`src/rtl/arx_pkg.sv`:
```
package arx_pkg;

   typedef enum logic [2:0] {
      RX_IDLE,
      RX_START,
      RX_DATA,
      RX_STOP1,
      RX_STOP2
   } rx_state_e;

   localparam logic ADDR_DATA = 1'b0;
   localparam logic ADDR_STAT = 1'b1;

   localparam int STAT_RDY_BIT = 0;
   localparam int STAT_OVR_BIT = 1;
   localparam int STAT_FRM_BIT = 2;

   localparam int ERR_OVR = 0;
   localparam int ERR_FRM = 1;
   localparam int ERR_CNT = 2;

endpackage

```
`src/rtl/arx_sync.sv`:
```
module arx_sync #(
   parameter int STAGES = 2
) (
   input  logic clk,
   input  logic rst_n,
   input  logic din,
   output logic dout
);

   generate
      if (STAGES == 0) begin : g_direct
         assign dout = din;
      end else begin : g_chain
         logic [STAGES-1:0] pipe_q;
         always_ff @(posedge clk or negedge rst_n) begin
            if (!rst_n) pipe_q <= '1;
            else if (STAGES == 1) pipe_q <= din;
            else pipe_q <= {pipe_q[STAGES-2:0], din};
         end
         assign dout = pipe_q[STAGES-1];
      end
   endgenerate

endmodule

```
`src/rtl/arx_deframer.sv`:
```
module arx_deframer
   import arx_pkg::*;
#(
   parameter int OSR    = 16,
   parameter int DATA_W = 8
) (
   input  logic              clk,
   input  logic              rst_n,
   input  logic              tick,
   input  logic              line,
   input  logic              enable,
   input  logic              lock,
   input  logic              two_stop,
   output logic              done,
   output logic              stop_ok,
   output logic [DATA_W-1:0] byte_o,
   output logic              busy
);

   localparam int CNT_W = $clog2(OSR);
   localparam int IDX_W = $clog2(DATA_W + 1);
   localparam logic [CNT_W-1:0] HALF_LAST = CNT_W'(OSR / 2 - 1);
   localparam logic [CNT_W-1:0] FULL_LAST = CNT_W'(OSR - 1);
   localparam logic [IDX_W-1:0] BIT_LAST  = IDX_W'(DATA_W - 1);

   rx_state_e         state_q;
   logic [CNT_W-1:0]  cnt_q;
   logic [IDX_W-1:0]  idx_q;
   logic [DATA_W-1:0] shift_q;

   always_ff @(posedge clk or negedge rst_n) begin
      if (!rst_n) begin
         state_q <= RX_IDLE;
         cnt_q   <= '0;
         idx_q   <= '0;
         shift_q <= '0;
         done    <= 1'b0;
         stop_ok <= 1'b0;
         byte_o  <= '0;
      end else begin
         done <= 1'b0;
         if (!enable) begin
            state_q <= RX_IDLE;
            cnt_q   <= '0;
         end else if (tick) begin
            unique case (state_q)
               RX_IDLE: begin
                  if (!line && !lock) begin
                     state_q <= RX_START;
                     cnt_q   <= '0;
                  end
               end
               RX_START: begin
                  if (cnt_q == HALF_LAST) begin
                     cnt_q <= '0;
                     idx_q <= '0;
                     state_q <= line ? RX_IDLE : RX_DATA;
                  end else begin
                     cnt_q <= cnt_q + 1'b1;
                  end
               end
               RX_DATA: begin
                  if (cnt_q == FULL_LAST) begin
                     cnt_q   <= '0;
                     shift_q <= {line, shift_q[DATA_W-1:1]};
                     if (idx_q == BIT_LAST) state_q <= RX_STOP1;
                     else idx_q <= idx_q + 1'b1;
                  end else begin
                     cnt_q <= cnt_q + 1'b1;
                  end
               end
               RX_STOP1: begin
                  if (cnt_q == FULL_LAST) begin
                     cnt_q   <= '0;
                     done    <= 1'b1;
                     stop_ok <= line;
                     byte_o  <= shift_q;
                     state_q <= two_stop ? RX_STOP2 : RX_IDLE;
                  end else begin
                     cnt_q <= cnt_q + 1'b1;
                  end
               end
               RX_STOP2: begin
                  if (cnt_q == FULL_LAST) begin
                     cnt_q   <= '0;
                     state_q <= RX_IDLE;
                  end else begin
                     cnt_q <= cnt_q + 1'b1;
                  end
               end
               default: state_q <= RX_IDLE;
            endcase
         end
      end
   end

   assign busy = (state_q != RX_IDLE);

endmodule

```
`src/rtl/arx_status.sv`:
```
module arx_status
   import arx_pkg::*;
#(
   parameter int DATA_W = 8
) (
   input  logic               clk,
   input  logic               rst_n,
   input  logic               frm_done,
   input  logic               frm_ok,
   input  logic [DATA_W-1:0]  frm_byte,
   input  logic               rd_data,
   input  logic               rd_stat,
   input  logic               wr_stat,
   input  logic [ERR_CNT-1:0] wr_bits,
   output logic [DATA_W-1:0]  data_q,
   output logic               rdy_q,
   output logic [ERR_CNT-1:0] err_q
);

   logic [ERR_CNT-1:0] err_set;

   assign err_set[ERR_OVR] = frm_done & frm_ok & rdy_q;
   assign err_set[ERR_FRM] = frm_done & ~frm_ok;

   always_ff @(posedge clk or negedge rst_n) begin
      if (!rst_n) begin
         data_q <= '0;
         rdy_q  <= 1'b0;
      end else begin
         if (frm_done && (!frm_ok || !rdy_q)) data_q <= frm_byte;
         if (frm_done && frm_ok && !rdy_q) rdy_q <= 1'b1;
         else if (rd_data) rdy_q <= 1'b0;
      end
   end

   for (genvar g = 0; g < ERR_CNT; g++) begin : g_err
      logic flag_q;
      logic seen_q;
      always_ff @(posedge clk or negedge rst_n) begin
         if (!rst_n) begin
            flag_q <= 1'b0;
            seen_q <= 1'b0;
         end else if (err_set[g]) begin
            flag_q <= 1'b1;
         end else if (flag_q) begin
            if (wr_stat && !wr_bits[g] && seen_q) begin
               flag_q <= 1'b0;
               seen_q <= 1'b0;
            end else if (rd_stat) begin
               seen_q <= 1'b1;
            end
         end
      end
      assign err_q[g] = flag_q;
   end

endmodule

```
`src/rtl/async_rx_stat.sv`:
```
module async_rx_stat
   import arx_pkg::*;
#(
   parameter int OSR         = 16,
   parameter int DATA_W      = 8,
   parameter int SYNC_STAGES = 2
) (
   input  logic              clk,
   input  logic              rst_n,
   input  logic              os_tick,
   input  logic              rx_line,
   input  logic              rx_en,
   input  logic              two_stop,
   input  logic              bus_sel,
   input  logic              bus_wr,
   input  logic              bus_addr,
   input  logic [DATA_W-1:0] bus_wdata,
   output logic [DATA_W-1:0] bus_rdata
);

   if (OSR < 4 || (OSR % 2) != 0) begin : g_bad_osr
      $error("OSR must be even and at least 4");
   end
   if (DATA_W < 3) begin : g_bad_width
      $error("DATA_W must hold the three status bits");
   end
   if (SYNC_STAGES < 0 || SYNC_STAGES > 4) begin : g_bad_sync
      $error("SYNC_STAGES must lie in 0..4");
   end

   logic               line_s;
   logic               frm_done;
   logic               frm_ok;
   logic [DATA_W-1:0]  frm_byte;
   logic               rx_busy;
   logic [DATA_W-1:0]  data_q;
   logic               rdy_q;
   logic [ERR_CNT-1:0] err_q;
   logic               rd_data;
   logic               rd_stat;
   logic               wr_stat;
   logic [ERR_CNT-1:0] wr_bits;
   logic [DATA_W-1:0]  stat_word;

   arx_sync #(.STAGES(SYNC_STAGES)) u_sync (
      .clk  (clk),
      .rst_n(rst_n),
      .din  (rx_line),
      .dout (line_s)
   );

   arx_deframer #(.OSR(OSR), .DATA_W(DATA_W)) u_deframer (
      .clk     (clk),
      .rst_n   (rst_n),
      .tick    (os_tick),
      .line    (line_s),
      .enable  (rx_en),
      .lock    (|err_q),
      .two_stop(two_stop),
      .done    (frm_done),
      .stop_ok (frm_ok),
      .byte_o  (frm_byte),
      .busy    (rx_busy)
   );

   assign rd_data = bus_sel & ~bus_wr & (bus_addr == ADDR_DATA);
   assign rd_stat = bus_sel & ~bus_wr & (bus_addr == ADDR_STAT);
   assign wr_stat = bus_sel &  bus_wr & (bus_addr == ADDR_STAT);
   assign wr_bits[ERR_OVR] = bus_wdata[STAT_OVR_BIT];
   assign wr_bits[ERR_FRM] = bus_wdata[STAT_FRM_BIT];

   arx_status #(.DATA_W(DATA_W)) u_status (
      .clk     (clk),
      .rst_n   (rst_n),
      .frm_done(frm_done),
      .frm_ok  (frm_ok),
      .frm_byte(frm_byte),
      .rd_data (rd_data),
      .rd_stat (rd_stat),
      .wr_stat (wr_stat),
      .wr_bits (wr_bits),
      .data_q  (data_q),
      .rdy_q   (rdy_q),
      .err_q   (err_q)
   );

   always_comb begin
      stat_word               = '0;
      stat_word[STAT_RDY_BIT] = rdy_q;
      stat_word[STAT_OVR_BIT] = err_q[ERR_OVR];
      stat_word[STAT_FRM_BIT] = err_q[ERR_FRM];
   end

   assign bus_rdata = (bus_addr == ADDR_STAT) ? stat_word : data_q;

endmodule

```
`config.mk`:
```
export PLATFORM = sky130hd
export DESIGN_NAME = async_rx_stat
export DESIGN_NICKNAME = d
export VERILOG_FILES = /design/src/rtl/arx_pkg.sv /design/src/rtl/arx_sync.sv /design/src/rtl/arx_deframer.sv /design/src/rtl/arx_status.sv /design/src/rtl/async_rx_stat.sv
export SDC_FILE = /design/constraint.sdc
export NUM_CORES = 1
export LEC_CHECK = 0
export BUFFER_PORTS_ARGS = -buffer_cell sky130_fd_sc_hd__buf_2
export CAP_MARGIN = 20
export CORE_MARGIN = 2
export CORE_UTILIZATION = 45
export DETAILED_ROUTE_END_ITERATION = 16
export SYNTH_ARGS = -nofsm -noshare
export SYNTH_HDL_FRONTEND = slang
export SYNTH_SLANG_ARGS = --single-unit
```
`constraint.sdc`:
```
create_clock -name clk -period 4.4 [get_ports clk]
set_input_delay 0.88 -clock clk [delete_from_list [all_inputs] [get_ports clk]]
set_output_delay 0.88 -clock clk [all_outputs]
set_load 0.01 [all_outputs]
```
### Word-level counts from Yosys, hierarchy flattened

Cells that the tools add are included.
Widths: inputs -> output; s select.

* flip-flop bits (word level): 44
* word-level logic and storage cells: 113
* bits of input ports: 17
* output and inout bits: 8

* reduce and logical (&&, ||, !) cells: 29
* add/subtract/negate cells: 2
* bitwise gates (word level): 13
* eq/ne operators: 18
* muxes and demuxes: 37

Operators by type and width (number)
* $mux 4: 8
* $mux 3: 9
* $ne 3x2->1 const B: 6
* $mux 1: 15
* $pmux 3 s5: 1
* $pmux 4 s3: 1
* $reduce_and 3->1: 3
* $add 4x1->4 const B: 2
* $and 1x1->1: 8
* $eq 4x3->1 const B: 2
* $logic_and 1x1->1: 8
* $mux 8: 1
* $pmux 4 s2: 1
* $reduce_and 4->1: 2
* $reduce_bool 2->1: 4
* $reduce_and 7->1: 1
* $eq 3x2->1 const B: 2
* $logic_not 1->1: 6
* $reduce_and 6->1: 1
* $not 1->1: 5
* $eq 4x4->1 const B: 1
* $ne 2x1->1 const B: 2
* $ne 2x2->1 const B: 2
* $ne 4x2->1 const B: 1
* other kinds (7): 7

### Longest topological paths before layout

* depth in word-level cells: 7
* mapped depth: 7
* depth with buffers taken out: 5

### Hierarchy

A second synthesis with hierarchy kept.

* cell total of the unflattened synthesis: 180
* area, all modules: 2204.6 um^2

Modules (own cells, without submodules)
* arx_deframer: seq. area each 725.7 um^2, area an instance 1445.1 um^2, cells an instance 125, instances 1
* arx_status: seq. area each 325.3 um^2, area an instance 579.3 um^2, cells an instance 40, instances 1
* async_rx_stat: seq. area each 0.0 um^2, area an instance 127.6 um^2, cells an instance 13, instances 1
* arx_sync: seq. area each 52.6 um^2, area an instance 52.6 um^2, cells an instance 2, instances 1

### Worst setup path after synthesis

No wires, ideal clock.

* path type: input to output
* start point: input port bus_addr
* end point: output port bus_rdata[2]
* arrival: 1527 ps
* stages on the path: 2
* required time: 3520 ps
* setup slack: 1993 ps
* buffers on the path: 1
* cells stage by stage: buf_1 -> mux2_2

* longest elaborated chain between the ends: 1

RTL lines
* from (decl): line async_rx_stat.sv:16 `input logic bus_addr,`
* $mux 8: line async_rx_stat.sv:94 `assign bus_rdata = (bus_addr == ADDR_STAT) ? stat_word : data_q;`
* to (decl): line async_rx_stat.sv:18 `output logic [DATA_W-1:0] bus_rdata`

Every way passes these cells.

### Final worst setup path

* start point: input port bus_addr
* end point: output port bus_rdata[0]

The elaborated chain is that of the path after synthesis.

==> results.cfg <==
[detailed_routing]
firstDrtPassIters = 4
wirelength_um = 3940
drc = 0
via_per_inst = 5.31
drt_iter0_drc = 93
wl_per_cell_um = 14.4
ant_nets = 0
num_vias = 1456

[timing]
tns_ns = 0
slew_viol_final = 0
finalHoldViolCount = 0
relSlewSlack = 0.500
layout_worst_path_cycle_share = 0.564
fmax_ghz = 0.403
setup_viol_count_final = 0
finClkSkew_ns = 0.00496
hold_slack_ns = 0.358
worst_pin_slew_ns = 0.749
rsz0062_at_grt = no
fin_ws_ns = 1.92
fin_crit_ns = 2.48

[synth]
synthCells = 187
async_flop_share = 1.00
syn-cell-area_mm2 = 0.00219
ys_seq_area_frac = 0.504
synth_cell_types = 54
synth_top_cells_by_count = 42 x dfrtp_1, 19 x mux2_2, 10 x mux2_1
synth_most_common_cell = dfrtp_1
synth_nets = 206
avgSynthCellArea_um2 = 11.7
ys_seq_elements = 44
dominantRegCellSynth = dfrtp_1
synth-edff-count = 0
ys_warn_count = 0
yosys.area.top_type = dfrtp_1
synthTopCellsByArea = dfrtp_1 48%, mux2_2 9.8%, mux2_1 5.1%
synth_top_cell_area_share = 0.480

[global_route]
grt_max_degree = 45
grt_pass1_wl_um = 6900
grt_overflow = 0
antenna_found_initial = 0
grt.total_usage = 0.165
grt_pass1_vias = 1437

[clocking]
clk_pin_slew_ns = 0.08
postCtsSetupBuffers = 0
cts.sinks = 44
clk-insertion-delay-late_ns = 0.29
h-tree-depth = 2
clk_path_buf_depth = 2
cts_tree = built
cts-root-buf = clkbuf_8
cts_resized = 0
cts_buffers = 5
hold_buffers = 0

[power]
ir_worst_vdd_mv = 0.173
p_per_area_mw_per_mm2 = 419
p_leak_nw = 1.16

[cells_and_area]
nets = 225
fillers = 416
layout-drive-gt1-share = 0.280
area_growth_pct = 12.0
num_antenna_cells = 0

[floorplanning]
dieArea_mm2 = 0.00544
ioPinCount = 25
die_w_um = 73.8
initial_utilization = 0.464
placementRows = 25
die_height_um = 73.8
core_mm2 = 0.00472

[flow_run]
cap_violations = 0

[setup_path]
cp.arrival_ns = 1.60
cp_data_required_time_ns = 3.52
critical_path_class = primary input to output pin
crit_path_max_fanout = 12
worstSetupEndpointType = output pin
start_kind = primary input

[outcome]
status = finished, final reports clean

[placed_design]
post-dp-hpwl_um = 2860
gp_congestion = 0.734
place_ws_ns = 1.92
portBuffers = 18

[min_path]
holdCritPathClass = flop to flop
## per-stage QoR
step / cell area [µm²] / power [mW] / utilization / std cells
final: 2450 / 1.03 / 0.519 / 274
after global routing: 2450 / 1.09 / 0.519 / 274
after detailed placement: 2310 / 0.712 / 0.490 / 265
after CTS: 2430 / 1.04 / 0.515 / 273
after global placement: 2310 / 0.700 / 0.490 / 265
after floorplan: 2190 / 0.671 / - / 187
## power by group
group | internal [mW] | switching [mW]
Combinational | 0.0979 | 0.107
Sequential | 0.440 | 0.0612
Clock | 0.186 | 0.135
## area by class of cell
type                    instances  area, µm²  share of cell area
repair buffers                 19        110              0.0449
clock inverters                 2       38.8              0.0158
well taps                      67       83.8              0.0342
multi-input cells             129       1010               0.411
inverters                       7       26.3              0.0107
flip-flops and latches         44       1100               0.450
clock buffers                   6       82.6              0.0337
## registers in the layout, summed over array words and instances, names as in the netlist
signal and count:
u_deframer.idx_q 4, u_sync.g_chain.pipe_q 2, u_status.g_err.seen_q 2, u_status.g_err.flag_q 2, u_deframer.byte_o 8, u_status.data_q 8, u_deframer.stop_ok 1, u_deframer.shift_q 8
u_deframer.state_q 3, u_status.rdy_q 1, u_deframer.done 1, u_deframer.cnt_q 4
## layout by cell type, fill, tap and decap left out, types with 2 or more instances in the layout
master	instances
ha_1	2
nor2_1	4
nand3_1	5
buf_2	18
or3b_1	3
clkbuf_8	6
mux2_1	10
o21ai_0	9
inv_1	7
and2_1	2
dfrtp_1	42
a211o_1	2
and3_1	4
a21oi_1	6
nor2b_1	5
nand3b_1	2
nand2_1	7
dfstp_2	2
mux2_2	19
mux2i_1	3
o21ai_1	4
xnor2_1	2
nor3b_1	2
nand4_1	4
a211oi_1	2
nand2b_1	5
## layer usage
metal | global-route usage | part of all wire
met3 | 0.0439 | 0.033
met4 | 0.0384 | 0.0086
met2 | 0.254 | 0.47
met5 | 0 | 0
met1 | 0.232 | 0.49
## worst max-delay path, stage by stage
cell    delay, ns
buf_2        0.22
mux2_2       0.36
buf_2        0.14
## cells by family (layout without fill, tap and decap cells)
kind of cell | after synthesis | count (layout) | share of synthesized area
buffers and inverters | 14 | 34 | 0.0360
muxes | 32 | 32 | 0.163
and+or+nand+nor | 55 | 55 | 0.160
xor gates and xnor gates | 3 | 3 | 0.0120
adders and majority gates | 2 | 2 | 0.0114
DFF | 44 | 44 | 0.504
AOI/OAI and AO/OA | 37 | 37 | 0.114
## worst paths after layout
kind,startpoint,to,slack [ns],cells after the start
setup / recovery,bus_addr,bus_rdata[0],1.92,3
hold / removal,u_sync.g_chain.pipe_q[0],u_sync.g_chain.pipe_q[1],0.36,0
setup reg to reg,u_deframer.cnt_q[0],u_deframer.byte_o[6],2.37,4
hold reg to reg,u_sync.g_chain.pipe_q[0],u_sync.g_chain.pipe_q[1],0.36,0
max in group asynchronous,rst_n,u_sync.g_chain.pipe_q[0],3.55,2
min in group asynchronous,rst_n,u_deframer.cnt_q[3],0.38,1
Power figures use the tool's default switching activity.
